### src/rtl/int_exec_pkg.sv
package int_exec_pkg;

   typedef enum logic [4:0] {
      OP_ADD   = 5'd0,  OP_ADDU  = 5'd1,  OP_SUB   = 5'd2,  OP_SUBU  = 5'd3,
      OP_AND   = 5'd4,  OP_OR    = 5'd5,  OP_XOR   = 5'd6,  OP_NOR   = 5'd7,
      OP_SLT   = 5'd8,  OP_SLTU  = 5'd9,  OP_ADDI  = 5'd10, OP_ADDIU = 5'd11,
      OP_SLTI  = 5'd12, OP_SLTIU = 5'd13, OP_ANDI  = 5'd14, OP_ORI   = 5'd15,
      OP_XORI  = 5'd16, OP_LUI   = 5'd17, OP_SLL   = 5'd18, OP_SRL   = 5'd19,
      OP_SRA   = 5'd20, OP_SLLV  = 5'd21, OP_SRLV  = 5'd22, OP_SRAV  = 5'd23
   } ix_op_e;

   localparam logic [4:0] IX_LAST_OP = 5'd23;

   typedef enum logic [1:0] {
      LG_AND = 2'd0,
      LG_OR  = 2'd1,
      LG_XOR = 2'd2,
      LG_NOR = 2'd3
   } ix_lgc_e;

   typedef enum logic [2:0] {
      RS_SUM   = 3'd0,
      RS_LOGIC = 3'd1,
      RS_LESS  = 3'd2,
      RS_SHIFT = 3'd3,
      RS_UPPER = 3'd4,
      RS_ZERO  = 3'd5
   } ix_rsel_e;

endpackage

### src/rtl/ix_imm_ext.sv
module ix_imm_ext #(
   parameter int DATA_W = 32,
   parameter int IMM_W  = 16
) (
   input  logic [IMM_W-1:0]  imm_in,
   output logic [DATA_W-1:0] imm_sext,
   output logic [DATA_W-1:0] imm_zext,
   output logic [DATA_W-1:0] imm_upper
);
   localparam int PAD_W = DATA_W - IMM_W;

   assign imm_sext  = {{PAD_W{imm_in[IMM_W-1]}}, imm_in};
   assign imm_zext  = {{PAD_W{1'b0}}, imm_in};

   generate
      if (PAD_W >= IMM_W) begin : g_up_fit
         assign imm_upper = {imm_in, {(DATA_W-IMM_W){1'b0}}};
      end else begin : g_up_trunc
         assign imm_upper = {imm_in[PAD_W-1:0], {IMM_W{1'b0}}};
      end
   endgenerate
endmodule

### src/rtl/ix_addsub.sv
module ix_addsub #(
   parameter int DATA_W = 32
) (
   input  logic [DATA_W-1:0] op_a,
   input  logic [DATA_W-1:0] op_b,
   input  logic              do_sub,
   output logic [DATA_W-1:0] sum,
   output logic              ovf,
   output logic              less_s,
   output logic              less_u
);
   localparam int MSB = DATA_W - 1;

   logic [DATA_W-1:0] b_eff;
   logic [DATA_W:0]   wide;

   assign b_eff = do_sub ? ~op_b : op_b;
   assign wide  = {1'b0, op_a} + {1'b0, b_eff} + {{DATA_W{1'b0}}, do_sub};
   assign sum   = wide[MSB:0];

   // signed overflow: operands (after inversion) share a sign that the sum lost
   assign ovf    = (op_a[MSB] == b_eff[MSB]) && (sum[MSB] != op_a[MSB]);
   // compare results are meaningful only with do_sub set
   assign less_u = ~wide[DATA_W];
   assign less_s = (op_a[MSB] ^ op_b[MSB]) ? op_a[MSB] : sum[MSB];
endmodule

### src/rtl/ix_logic.sv
module ix_logic #(
   parameter int DATA_W = 32
) (
   input  logic [DATA_W-1:0]       op_a,
   input  logic [DATA_W-1:0]       op_b,
   input  int_exec_pkg::ix_lgc_e   fn,
   output logic [DATA_W-1:0]       res
);
   import int_exec_pkg::*;

   always_comb begin
      unique case (fn)
         LG_AND:  res = op_a & op_b;
         LG_OR:   res = op_a | op_b;
         LG_XOR:  res = op_a ^ op_b;
         default: res = ~(op_a | op_b);
      endcase
   end
endmodule

### src/rtl/ix_shifter.sv
module ix_shifter #(
   parameter int DATA_W = 32,
   parameter int SH_W   = $clog2(DATA_W)
) (
   input  logic [DATA_W-1:0] din,
   input  logic [SH_W-1:0]   amt,
   input  logic              to_left,
   input  logic              arith,
   output logic [DATA_W-1:0] dout
);
   function automatic logic [DATA_W-1:0] flip(input logic [DATA_W-1:0] v);
      logic [DATA_W-1:0] r;
      for (int k = 0; k < DATA_W; k++) r[k] = v[DATA_W-1-k];
      return r;
   endfunction

   logic                fill;
   logic [DATA_W-1:0]   stg [0:SH_W];

   assign fill   = arith & ~to_left & din[DATA_W-1];
   assign stg[0] = to_left ? flip(din) : din;

   generate
      for (genvar i = 0; i < SH_W; i++) begin : g_stage
         localparam int D = 1 << i;
         assign stg[i+1] = amt[i] ? {{D{fill}}, stg[i][DATA_W-1:D]} : stg[i];
      end
   endgenerate

   assign dout = to_left ? flip(stg[SH_W]) : stg[SH_W];
endmodule

### src/rtl/int_exec_unit.sv
module int_exec_unit #(
   parameter int DATA_W  = 32,
   parameter int IMM_W   = 16,
   parameter bit REG_OUT = 1'b1
) (
   input  logic                      clk,
   input  logic                      rst_n,
   input  logic                      op_valid,
   input  logic [4:0]                op_code,
   input  logic [DATA_W-1:0]         src_a,
   input  logic [DATA_W-1:0]         src_b,
   input  logic [IMM_W-1:0]          imm,
   input  logic [$clog2(DATA_W)-1:0] shamt,
   output logic [DATA_W-1:0]         result,
   output logic                      result_valid,
   output logic                      ovf_trap
);
   import int_exec_pkg::*;

   localparam int SH_W = $clog2(DATA_W);

   generate
      if (DATA_W <= IMM_W || (1 << SH_W) != DATA_W) begin : g_bad_cfg
         $error("int_exec_unit: DATA_W must be a power of two wider than IMM_W");
      end
   endgenerate

   ix_op_e             op_e;
   logic               op_known;
   logic               imm_arith, imm_logic, sub_sel, trap_op;
   logic               sh_left, sh_arith, sh_var;
   ix_lgc_e            lg_fn;
   ix_rsel_e           rsel;
   logic               less_bit, less_unsigned;
   logic [DATA_W-1:0]  sext_w, zext_w, upper_w, opnd_b;
   logic [DATA_W-1:0]  sum_w, logic_w, shift_w;
   logic               ovf_w, lt_s_w, lt_u_w;
   logic [SH_W-1:0]    sh_amt;
   logic [DATA_W-1:0]  c_result;
   logic               c_valid, c_trap;

   assign op_e     = ix_op_e'(op_code);
   assign op_known = (op_code <= IX_LAST_OP);

   // decode
   always_comb begin
      imm_arith     = 1'b0;
      imm_logic     = 1'b0;
      sub_sel       = 1'b0;
      trap_op       = 1'b0;
      sh_left       = 1'b0;
      sh_arith      = 1'b0;
      sh_var        = 1'b0;
      less_unsigned = 1'b0;
      lg_fn         = LG_AND;
      rsel          = RS_ZERO;
      case (op_e)
         OP_ADD:   begin rsel = RS_SUM; trap_op = 1'b1; end
         OP_ADDU:  rsel = RS_SUM;
         OP_SUB:   begin rsel = RS_SUM; sub_sel = 1'b1; trap_op = 1'b1; end
         OP_SUBU:  begin rsel = RS_SUM; sub_sel = 1'b1; end
         OP_AND:   begin rsel = RS_LOGIC; lg_fn = LG_AND; end
         OP_OR:    begin rsel = RS_LOGIC; lg_fn = LG_OR;  end
         OP_XOR:   begin rsel = RS_LOGIC; lg_fn = LG_XOR; end
         OP_NOR:   begin rsel = RS_LOGIC; lg_fn = LG_NOR; end
         OP_SLT:   begin rsel = RS_LESS; sub_sel = 1'b1; end
         OP_SLTU:  begin rsel = RS_LESS; sub_sel = 1'b1; less_unsigned = 1'b1; end
         OP_ADDI:  begin rsel = RS_SUM; imm_arith = 1'b1; trap_op = 1'b1; end
         OP_ADDIU: begin rsel = RS_SUM; imm_arith = 1'b1; end
         OP_SLTI:  begin rsel = RS_LESS; imm_arith = 1'b1; sub_sel = 1'b1; end
         OP_SLTIU: begin rsel = RS_LESS; imm_arith = 1'b1; sub_sel = 1'b1;
                         less_unsigned = 1'b1; end
         OP_ANDI:  begin rsel = RS_LOGIC; imm_logic = 1'b1; lg_fn = LG_AND; end
         OP_ORI:   begin rsel = RS_LOGIC; imm_logic = 1'b1; lg_fn = LG_OR;  end
         OP_XORI:  begin rsel = RS_LOGIC; imm_logic = 1'b1; lg_fn = LG_XOR; end
         OP_LUI:   rsel = RS_UPPER;
         OP_SLL:   begin rsel = RS_SHIFT; sh_left = 1'b1; end
         OP_SRL:   rsel = RS_SHIFT;
         OP_SRA:   begin rsel = RS_SHIFT; sh_arith = 1'b1; end
         OP_SLLV:  begin rsel = RS_SHIFT; sh_left = 1'b1; sh_var = 1'b1; end
         OP_SRLV:  begin rsel = RS_SHIFT; sh_var = 1'b1; end
         OP_SRAV:  begin rsel = RS_SHIFT; sh_arith = 1'b1; sh_var = 1'b1; end
         default:  rsel = RS_ZERO;
      endcase
   end

   ix_imm_ext #(.DATA_W(DATA_W), .IMM_W(IMM_W)) u_ext (
      .imm_in   (imm),
      .imm_sext (sext_w),
      .imm_zext (zext_w),
      .imm_upper(upper_w)
   );

   assign opnd_b = imm_arith ? sext_w : (imm_logic ? zext_w : src_b);

   ix_addsub #(.DATA_W(DATA_W)) u_add (
      .op_a  (src_a),
      .op_b  (opnd_b),
      .do_sub(sub_sel),
      .sum   (sum_w),
      .ovf   (ovf_w),
      .less_s(lt_s_w),
      .less_u(lt_u_w)
   );

   ix_logic #(.DATA_W(DATA_W)) u_lgc (
      .op_a(src_a),
      .op_b(opnd_b),
      .fn  (lg_fn),
      .res (logic_w)
   );

   assign sh_amt = sh_var ? src_a[SH_W-1:0] : shamt;

   ix_shifter #(.DATA_W(DATA_W), .SH_W(SH_W)) u_shf (
      .din    (src_b),
      .amt    (sh_amt),
      .to_left(sh_left),
      .arith  (sh_arith),
      .dout   (shift_w)
   );

   assign less_bit = less_unsigned ? lt_u_w : lt_s_w;

   always_comb begin
      unique case (rsel)
         RS_SUM:   c_result = sum_w;
         RS_LOGIC: c_result = logic_w;
         RS_LESS:  c_result = {{(DATA_W-1){1'b0}}, less_bit};
         RS_SHIFT: c_result = shift_w;
         RS_UPPER: c_result = upper_w;
         default:  c_result = '0;
      endcase
   end

   assign c_trap  = op_valid & trap_op & ovf_w;
   assign c_valid = op_valid & op_known & ~c_trap;

   generate
      if (REG_OUT) begin : g_reg
         always_ff @(posedge clk or negedge rst_n) begin
            if (!rst_n) begin
               result       <= '0;
               result_valid <= 1'b0;
               ovf_trap     <= 1'b0;
            end else begin
               result       <= c_result;
               result_valid <= c_valid;
               ovf_trap     <= c_trap;
            end
         end

         // the output stage mirrors last cycle's combinational answer
         assert_reg_latency_R11: assert property (@(posedge clk) disable iff (!rst_n)
            result_valid |-> $past(op_valid));
         // a trap at the port came from a signed add, subtract or add-immediate
         assert_trap_source_R8: assert property (@(posedge clk) disable iff (!rst_n)
            ovf_trap |-> ($past(op_code) == OP_ADD || $past(op_code) == OP_SUB ||
                          $past(op_code) == OP_ADDI));
      end else begin : g_comb
         assign result       = c_result;
         assign result_valid = c_valid;
         assign ovf_trap     = c_trap;
      end
   endgenerate

   // trap and valid never together
   assert_no_overflow_R9: assert property (@(posedge clk) disable iff (!rst_n)
      c_trap |-> !c_valid);
   // load-upper layout
   assert_upper_layout_R6: assert property (@(posedge clk) disable iff (!rst_n)
      (op_valid && op_e == OP_LUI) |-> (c_result[IMM_W-1:0] == '0 &&
                                       c_result[DATA_W-1:DATA_W-IMM_W] == imm));
   // compares yield a single bit
   assert_less_is_bit_R5: assert property (@(posedge clk) disable iff (!rst_n)
      (op_valid && (op_e == OP_SLT || op_e == OP_SLTU || op_e == OP_SLTI ||
                    op_e == OP_SLTIU)) |-> (c_result[DATA_W-1:1] == '0));
   // bitwise immediates never carry set upper bits into the operand
   assert_logic_imm_zero_R3: assert property (@(posedge clk) disable iff (!rst_n)
      (op_valid && (op_e == OP_ANDI || op_e == OP_ORI || op_e == OP_XORI)) |->
      (opnd_b[DATA_W-1:IMM_W] == '0));
   // unknown codes produce nothing
   assert_unknown_code_R10: assert property (@(posedge clk) disable iff (!rst_n)
      (op_code > IX_LAST_OP) |-> (!c_valid && !c_trap && c_result == '0));
endmodule

### config.mk
export PLATFORM = sky130hd
export DESIGN_NAME = int_exec_unit
export DESIGN_NICKNAME = d
export VERILOG_FILES = /design/src/rtl/int_exec_pkg.sv /design/src/rtl/ix_imm_ext.sv /design/src/rtl/ix_addsub.sv /design/src/rtl/ix_logic.sv /design/src/rtl/ix_shifter.sv /design/src/rtl/int_exec_unit.sv
export SDC_FILE = /design/constraint.sdc
export NUM_CORES = 1
export LEC_CHECK = 0
export BUFFER_PORTS_ARGS = -buffer_cell sky130_fd_sc_hd__buf_2
export CAP_MARGIN = 0
export CORE_AREA = 10 10 137 139
export DETAILED_ROUTE_END_ITERATION = 10
export DIE_AREA = 0 0 147 149
export PLACE_DENSITY = 0.8
export SETUP_SLACK_MARGIN = 0.15
export SLEW_MARGIN = 5
export SYNTH_ARGS = -nofsm -noshare
export SYNTH_HDL_FRONTEND = slang
export SYNTH_SLANG_ARGS = --single-unit
### constraint.sdc
create_clock -name clk -period 0.8 [get_ports clk]
set_input_delay 0.04 -clock clk [delete_from_list [all_inputs] [get_ports clk]]
set_output_delay 0.04 -clock clk [all_outputs]
set_load 0.05 [all_outputs]
==> summary.md, run 1 <==
| Metric | Value |
|---|---|
| Status | `aborted with a tool error` |
| Fail Step | `global routing` |
| Log Error | `[ERROR GRT-0116] Global routing finished with congestion. Check the congestion regions in the DRC Viewer.` |
| Synth Flop Type | `dfrtp_1` |
| Syn_nets | `1528` |
| I/O pin total | `~130` |
| Row count | `47` |
| Largest cells by area after synthesis | `ha_1 13%, dfrtp_1 9.3%, o21ai_0 7.2%` |
| H-Tree Depth | `2` |
| CTS Buf Count | `5` |
| Cell variety after synth | `80` |
| DP Wirelength | `40800 µm` |
| Chip width | `147 µm` |
| Synthesized area | `0.009170 mm²` |
| Synth Warn # | `0` |
| Dominant cell type by area after synthesis | `ha_1` |
| Synthesized netlist cell count | `1339` |
| Clk buf depth | `2` |
| Gr usage total | `a little under 80%` |
| Share of the synthesized area in the top cell type | `roughly an eighth` |
| Total gr overflow | `around 150` |
| Global-route wire length before repair | `around 130000 µm` |
| Post-synth top cells | `132 x o21ai_0, 123 x a21oi_1, 123 x nand2_1, 95 x ha_1, 90 x nor2_1` |
| Avg Cell Area, Syn | `6.848 µm²` |
| FFs w/ async S/R, synth | `between 90% and 100%` |
| Number of global-route vias before repair | `about 20000` |
| Placed cell area | `between 0.01 and 0.015 mm²` |
| Starting Density | `between 50% and 60%` |
| #FFs+latches synth | `34` |
| I/O Buffers | `between 100 and 150` |
| Placer Congestion | `roughly 1.2` |
| Die height | `around 150 µm` |
| Cell with the most instances after synthesis | `o21ai_0` |
| Largest net degree at the start of global routing | `50` |
| EDFF count, synth | `0` |
| Sinks on Clock Net | `34` |
| Root buf cell | `clkbuf_16` |
| Sequential share of the synthesized area | `a little over 9%` |
## cell families after synthesis
family                   count (synthesis)  synth area share (%)
AO/OA/AOI/OAI                          577                 40.06
XOR/XNOR                                62                 5.922
adder cells (fa/ha/maj)                 96                 13.18
buffers and inverters                  172                 7.450
flip-flops                              34                 9.278
multiplexers                            58                 6.713
AND/OR/NAND/NOR                        340                 17.40
## layer usage
metal	GRT overflow	track usage, %
met2	65	89.47
met1	2	74.95
met3	2	68.42
met5	0	34.62
met4	78	81.81
## through the flow
stage	setup WS, ns	std cells	setup TNS (ns)	utilization, %
3_3_place_gp	-2.944	2049	-91.92	84.05
2_1_floorplan	-2.519	1339	-73.13	-
4_1_cts	-2.540	2110	-80.03	95.33
3_5_place_dp	-3.227	2049	-98.94	84.05
## timing repair
| action | CTS |
|---|---|
| buffers inserted | 47 |
| cloned | 4 |
| resized for setup | 262 |
| hold buffers | 2 |
| hold endpoints to repair | 35 |
| setup endpoints to repair | 68 |
| pin swaps | 77 |
==> run 2: changes to the inputs <==
Settings changed: CORE_AREA 10 10 137 139 to 10 10 163 165, DIE_AREA 0 0 147 149 to 0 0 173 175, PLACE_DENSITY 0.8 to not set, PLACE_DENSITY_LB_ADDON set to 0.15, SETUP_SLACK_MARGIN 0.15 to not set.
==> summary.md, run 2 <==
| Metric | Value |
|---|---|
| Status | `complete, but fails checks` |
| Failing checks | `negative setup slack` |
| Avg Cell Area, Syn | `6.848 µm² (unchanged)` |
| Share of the synthesized area in the top cell type | `12.96% (unchanged)` |
| VDD IR-drop max | `around 1.2 mV` |
| Pint | `11600 µW` |
| Post-Route WL | `~53000 µm` |
| Psw | `roughly 9900 µW` |
| I/O Buffers | `126 (unchanged)` |
| Crit Path Class | `in -> reg` |
| Antenna violations before repair | `1` |
| Largest cells by area after synthesis | `ha_1 13%, dfrtp_1 9.3%, o21ai_0 7.2%` |
| Switching part of the total | `46.14%` |
| Crit. End Element | `register` |
| Syn_nets | `1528 (unchanged)` |
| Worst-margin pin slew | `just over 0.7 ns` |
| EDFF count, synth | `0 (unchanged)` |
| CTS Buf Count | `5 (unchanged)` |
| Antenna viol nets, final | `0` |
| Element type at the critical path start | `primary input` |
| H-Tree Depth | `2 (unchanged)` |
| Largest net degree at the start of global routing | `35` |
| Pleak | `0.007500 µW` |
| Util after Layout | `68.12%` |
| DRC Markers | `0` |
| CTS tree | `yes` |
| Cell with the most instances after synthesis | `o21ai_0` |
| Share of layout cells above drive strength 1 | `a little under half` |
| Row count | `56 (+19%)` |
| Largest reg by FF count | `result` |
| Arr. time, crit path | `around 3.6 ns` |
| Number of fill cells | `around 2000` |
| #FFs+latches synth | `34 (unchanged)` |
| Gr usage total | `between 30% and 40%` |
| Sequential share of the synthesized area | `9.278% (unchanged)` |
| Hold/Removal Path Class | `in -> reg` |
| Post-layout min period | `3.423 ns` |
| Synth Flop Type | `dfrtp_1` |
| Synthesized area | `0.009170 mm² (unchanged)` |
| Dominant cell type by area after synthesis | `ha_1` |
| WL met1 | `22730 µm` |
| Starting Density | `39.42% (-17 points)` |
| # setup viols final | `68` |
| Clock Power Share | `between 10% and 20%` |
| Post-route setup slack | `-2.623 ns` |
| Slew Viols, Final | `0` |
| Clk buf depth | `2 (unchanged)` |
| Vias/cell | `roughly 6` |
| Synthesized netlist cell count | `1339 (unchanged)` |
| Layout area overhead | `72.81%` |
| Crit-path max FO | `5` |
| Most frequent cells in the layout | `486 x buf_4, 115 x nand2_1, 109 x o21ai_0` |
| Area of all placed cells without fillers | `between 0.015 and 0.02 mm²` |
| Pwr/cell area | `between 1000 and 1500 mW/mm²` |
| Drt wl/cell | `between 20 and 25 µm` |
| Placer Congestion | `1.033 (-15%)` |
| Met2 wire len | `~23000 µm` |
| Chip width | `173 µm (+18%)` |
| Max Fclk | `0.2922 GHz` |
| Max Cap Viol | `0` |
| Unrepaired setup endpoints after global routing | `yes` |
| Met3 wire len | `4823 µm` |
| Number of global-route vias before repair | `12718` |
| Worst Hold Depth | `3` |
| Root buf cell | `clkbuf_16` |
| Critical path required time | `roughly 0.96 ns` |
| Cell variety after synth | `80 (unchanged)` |
| Period utilization | `427.9%` |
| Final net count | `~2100` |
| Initial drt markers | `1569` |
| Max reg flops | `32` |
| Die area | `0.03028 mm²` |
| Top sig layer | `met4` |
| Top Registers | `result x32, ovf_trap x1, result_valid x1` |
| Number of diodes | `0` |
| Reg power frac | `about a tenth` |
| Global-route wire length before repair | `77260 µm` |
| Rel. slew slack | `51.37%` |
| DP Wirelength | `42940 µm (+5.3%)` |
| Placed cell area | `0.01397 mm² (+2.8%)` |
| Synth Warn # | `0 (unchanged)` |
| Commonest non-fill, non-tap cell in the layout | `buf_4` |
| Sinks on Clock Net | `34 (unchanged)` |
| Die height | `175 µm (+17%)` |
| Total gr overflow | `0` |
| Core Region | `0.02326 mm²` |
| Post-synth top cells | `132 x o21ai_0, 123 x a21oi_1, 123 x nand2_1, 95 x ha_1, 90 x nor2_1` |
| Final Hold Vio Count | `0` |
| Pre-antenna DRT Iters | `6` |
| FFs w/ async S/R, synth | `100.0% (unchanged)` |
| I/O pin total | `127 (unchanged)` |
| Detailed-route via count | `around 13000` |
| Combinational cell fraction of total power | `between 70 and 80%` |
| Clk pin slew, worst setup/hold paths | `~0.050 ns` |
==> run 2: cell counts after synthesis <==
No cell type changed its count.
==> run 2: kinds of logic after synthesis <==
logic type | synth area share (%)
buffers and inverters | 7.450
adder cells (fa/ha/maj) | 13.18
flip-flops | 9.278
AO/OA/AOI/OAI | 40.06
AND/OR/NAND/NOR | 17.40
multiplexers | 6.713
XOR/XNOR | 5.922
==> run 2: what timing repair did <==
item | CTS | global route
pin swaps | 77 | 69
endpoints found under the hold margin | 35 | 0
endpoints found under the setup margin | 68 | 68
hold buffers | 2 | 0
cloned | 1 | 0
resized for setup | 213 | 64
setup buffers | 40 | 17
==> run 2: worst paths after layout <==
check,start,end
max,op_code[2],result[22]
min,imm[9],result[25]
max in group asynchronous,rst_n,result[27]
min in group asynchronous,rst_n,result[15]
==> run 2: layer usage <==
metal  vias to the layer above  track usage, %
li1                       6160               -
met1                      6362           43.63
met2                       724           50.97
met3                       123           6.165
met4                         0           11.57
met5                         -               0
==> run 2: power by group through the flow <==
stage	combinational [µW]	sequential, µW	clock, µW
after detailed placement	13900	2140	0
after CTS	15400	2190	2730
after global placement	13800	2150	0
final	16600	2210	2720
after global routing	17400	2240	2770
after floorplan	6280	3180	0
==> run 2: layout make-up <==
type / count / area (µm²) / share of cell area [%]
Sequential cell: 34 / 853.3 / 5.385
Inverter: 73 / 274.0 / 1.729
Clock buffer: 6 / 138.9 / 0.8764
Multi-Input combinational cell: 1133 / 8808 / 55.59
Timing Repair Buffer: 660 / 5313 / 33.53
Tap cell: 319 / 399.1 / 2.519
Clock inverter: 2 / 60.06 / 0.3790
==> run 2: worst max-delay path: stages <==
cell and delay [ns]:
buf_12 0.11, nor2_4 0.15, a2bb2oi_4 0.34, buf_6 0.17, mux2i_4 0.27, xnor2_2 0.16
inv_1 0.10, fa_2 0.39, nor2b_4 0.15, o2111ai_2 0.13, nand4b_1 0.20, a31o_2 0.18
a21o_1 0.16, a211oi_2 0.08, a211o_1 0.34, xnor2_2 0.22, a221oi_2 0.28, o31ai_1 0.12
==> run 2: through the flow <==
stage | hold slack, ns | setup TNS, ns | worst slack, ns | cells | power (µW)
after floorplan | -0.2556 | -73.13 | -2.519 | 1339 | 9462
after global placement | 0.01370 | -89.75 | -3.036 | 2165 | 15940
after detailed placement | 0.01743 | -92.80 | -3.136 | 2165 | 16030
after CTS | 0.1047 | -76.41 | -2.423 | 2211 | 20370
after global routing | 0.1319 | -85.04 | -2.742 | 2227 | 22450
final | 0.1383 | -80.96 | -2.623 | 2227 | 21530
Power figures use the tool's default switching activity.
==> run 3: changes to the inputs <==
Settings changed: REMOVE_ABC_BUFFERS set to 1.
==> summary.md, run 3 (synthesized netlist as in run 2, its figures left out) <==
| Metric | Value |
|---|---|
| Root buf cell | `clkbuf_16` |
| Pwr/cell area | `1325 mW/mm² (-2.5%)` |
| Largest reg by FF count | `result` |
| Slew Viols, Final | `0 (unchanged)` |
| DRC Markers | `0 (unchanged)` |
| Levels on crit path | `18 (unchanged)` |
| # setup viols final | `68 (unchanged)` |
| I/O pin total | `127 (unchanged)` |
| Crit-path max FO | `7 (+2)` |
| Critical path's largest stage delay | `0.33 ns (-0.06 ns)` |
| Sinks on Clock Net | `34 (unchanged)` |
| VDD IR-drop max | `0.9075 mV (-22%)` |
| Hold/Removal Path Class | `in -> reg` |
| Psw | `10160 µW (+2.3%)` |
| Combinational cell fraction of total power | `78.6% (+1.5 points)` |
| Max Cap Viol | `0 (unchanged)` |
| Switching part of the total | `47.35% (+1.2 points)` |
| Initial drt markers | `1749 (+11%)` |
| Max Fclk | `0.2955 GHz (+1.2%)` |
| Starting Density | `39.42% (unchanged)` |
| Crit Path Class | `in -> reg` |
| Placed cell area | `0.01368 mm² (-2.1%)` |
| Clock Power Share | `11.1% (-1.5 points)` |
| Unrepaired setup endpoints after global routing | `yes` |
| Number of fill cells | `1999 (-1.7%)` |
| Worst path slowest cell | `nor4b_4` |
| Post-Route WL | `53020 µm (+0.20%)` |
| Worst setup startpoint | `op_code[2]` |
| CTS tree | `yes` |
| Worst-margin pin slew | `0.7143 ns (-0.01248 ns)` |
| Layout Cells excl Fill | `2236 (+0.40%)` |
| Max reg flops | `32 (unchanged)` |
| Pleak | `0.007602 µW (+1.4%)` |
| Final Hold Vio Count | `0 (unchanged)` |
| CTS Buf Count | `5 (unchanged)` |
| Pre-antenna DRT Iters | `6 (unchanged)` |
| Area of all placed cells without fillers | `0.01619 mm² (+2.2%)` |
| Pint | `11300 µW (-2.6%)` |
| Placer Congestion | `1.123 (+8.7%)` |
| Failing checks | `negative setup slack` |
| Antenna violations before repair | `0 (-1)` |
| Row count | `56 (unchanged)` |
| Largest net degree at the start of global routing | `50 (+43%)` |
| Most frequent cells in the layout | `484 x buf_4, 113 x nand2_1, 104 x o21ai_0` |
| Reg power frac | `10.3% (about the same)` |
| Die height | `175 µm (unchanged)` |
| Period utilization | `423.0% (-4.9 points)` |
| Clk buf depth | `2 (unchanged)` |
| Placed Cells | `2169 (+0.18%)` |
| Die area | `0.03028 mm² (unchanged)` |
| Status | `complete, but fails checks` |
| Core Region | `0.02326 mm² (unchanged)` |
| Drt wl/cell | `23.71 µm (-0.20%)` |
| Vias/cell | `6.047 (+0.74%)` |
| Chip width | `173 µm (unchanged)` |
| Arr. time, crit path | `3.55 ns (-0.04 ns)` |
| Post-layout min period | `3.384 ns (-0.03892 ns)` |
| Number of global-route vias before repair | `12796 (+0.61%)` |
| Top Registers | `result x32, ovf_trap x1, result_valid x1` |
| Worst setup path endpoint | `result[22]` |
| Post-route setup slack | `-2.584 ns (+0.03892 ns)` |
| Clk pin slew, worst setup/hold paths | `0.08 ns (+0.03 ns)` |
| WP buf/inv | `4 (+1)` |
| Global-route wire length before repair | `77560 µm (+0.38%)` |
| I/O Buffers | `126 (unchanged)` |
| DP Wirelength | `41460 µm (-3.5%)` |
| CP Cell Sequence | `buf_12 -> nor4b_4 -> a2bb2oi_4 -> buf_12 -> buf_4 -> mux2i_4 -> xnor2_1 -> ha_1 -> buf_4 -> a211oi_1 -> o21bai_1 -> a31o_2 -> a21o_1 -> a211oi_2 -> a211o_1 -> xnor2_2 -> a221oi_2 -> o31ai_1` |
| Number of diodes | `0 (unchanged)` |
| Critical path required time | `0.97 ns (about the same)` |
| Critical path's top delay family | `compound AO/OA/AOI/OAI gates` |
| Gr usage total | `32.46% (-0.081 points)` |
| Element type at the critical path start | `primary input` |
| Total gr overflow | `0 (unchanged)` |
| Share of layout cells above drive strength 1 | `48.10% (+2.3 points)` |
| Design Power | `21460 µW (-0.35%)` |
| Layout area overhead | `76.59%` |
| Final net count | `2105 (+0.43%)` |
| Detailed-route via count | `13522 (+1.1%)` |
| Rel. slew slack | `52.12% (+0.75 points)` |
| WHS | `0.1590 ns (+0.02071 ns)` |
| Commonest non-fill, non-tap cell in the layout | `buf_4` |
| HP Start | `imm[9]` |
| Antenna viol nets, final | `0 (unchanged)` |
| Crit. End Element | `register` |
| H-Tree Depth | `2 (unchanged)` |
-- run 3: cell count changes in the layout (fill, tap and decap cells not counted), moves of 4 or more --
cell / previous run / this run
o21ai_2: 15 / 25
ha_1: 89 / 93
mux2_4: 1 / 5
o21ai_1: 33 / 28
mux2i_1: 28 / 23
o22ai_1: 57 / 48
o22ai_2: 6 / 12
mux2i_2: 5 / 12
mux2_2: 7 / 3
o21ai_0: 109 / 104
buf_6: 56 / 62
-- run 3: area by class of cell --
cell class | count | area (µm²) | area share [%]
Multi-Input combinational cell | 1133 | 9040 | 55.83
Inverter | 73 | 274.0 | 1.692
Clock buffer | 5 | 125.1 | 0.7727
Sequential cell | 34 | 852.1 | 5.262
Tap cell | 319 | 399.1 | 2.465
Timing Repair Buffer | 669 | 5458 | 33.70
Clock inverter | 3 | 45.04 | 0.2782
-- run 3: how the worst min path moves through the flow --
stage / to / depth (start not counted)
6_report: result[25] / 3
5_1_grt: result[25] / 3
4_1_cts: result[25] / 3
3_5_place_dp: result[10] / 2
3_3_place_gp: result[10] / 2
2_1_floorplan: ovf_trap / 0
-- run 3: routing by layer --
metal	GRT usage [%]	up-vias	wire length, µm
met5	0	-	0
met4	13.73	0	2917
met3	7.997	161	5492
met2	51.40	815	23160
met1	41.19	6357	21450
li1	-	6189	-
-- run 3: power groups by stage --
stage | registers (µW) | clock network (µW) | logic [µW]
floorplan | 3180 | 0 | 5610
global placement | 2150 | 0 | 13300
detailed placement | 2150 | 0 | 13300
CTS | 2200 | 2380 | 15400
global route | 2250 | 2460 | 17700
finish | 2220 | 2380 | 16900
-- run 3: what timing repair did --
action,in CTS,in global routing
setup buffers,32,31
endpoints found under the hold margin,35,0
cloned,4,1
endpoints found under the setup margin,68,68
hold buffers,2,0
resized for setup,291,124
pin swaps,92,74
-- run 3: stage by stage --
stage                     setup WS [ns]  utilization, %  setup TNS (ns)
final                            -2.584           69.61          -81.44
after global routing             -2.686           69.61          -85.34
after CTS                        -2.503           66.29          -78.98
after detailed placement         -3.269           58.81          -97.02
after global placement           -3.080           58.81          -93.49
after floorplan                  -4.085               -         -123.44
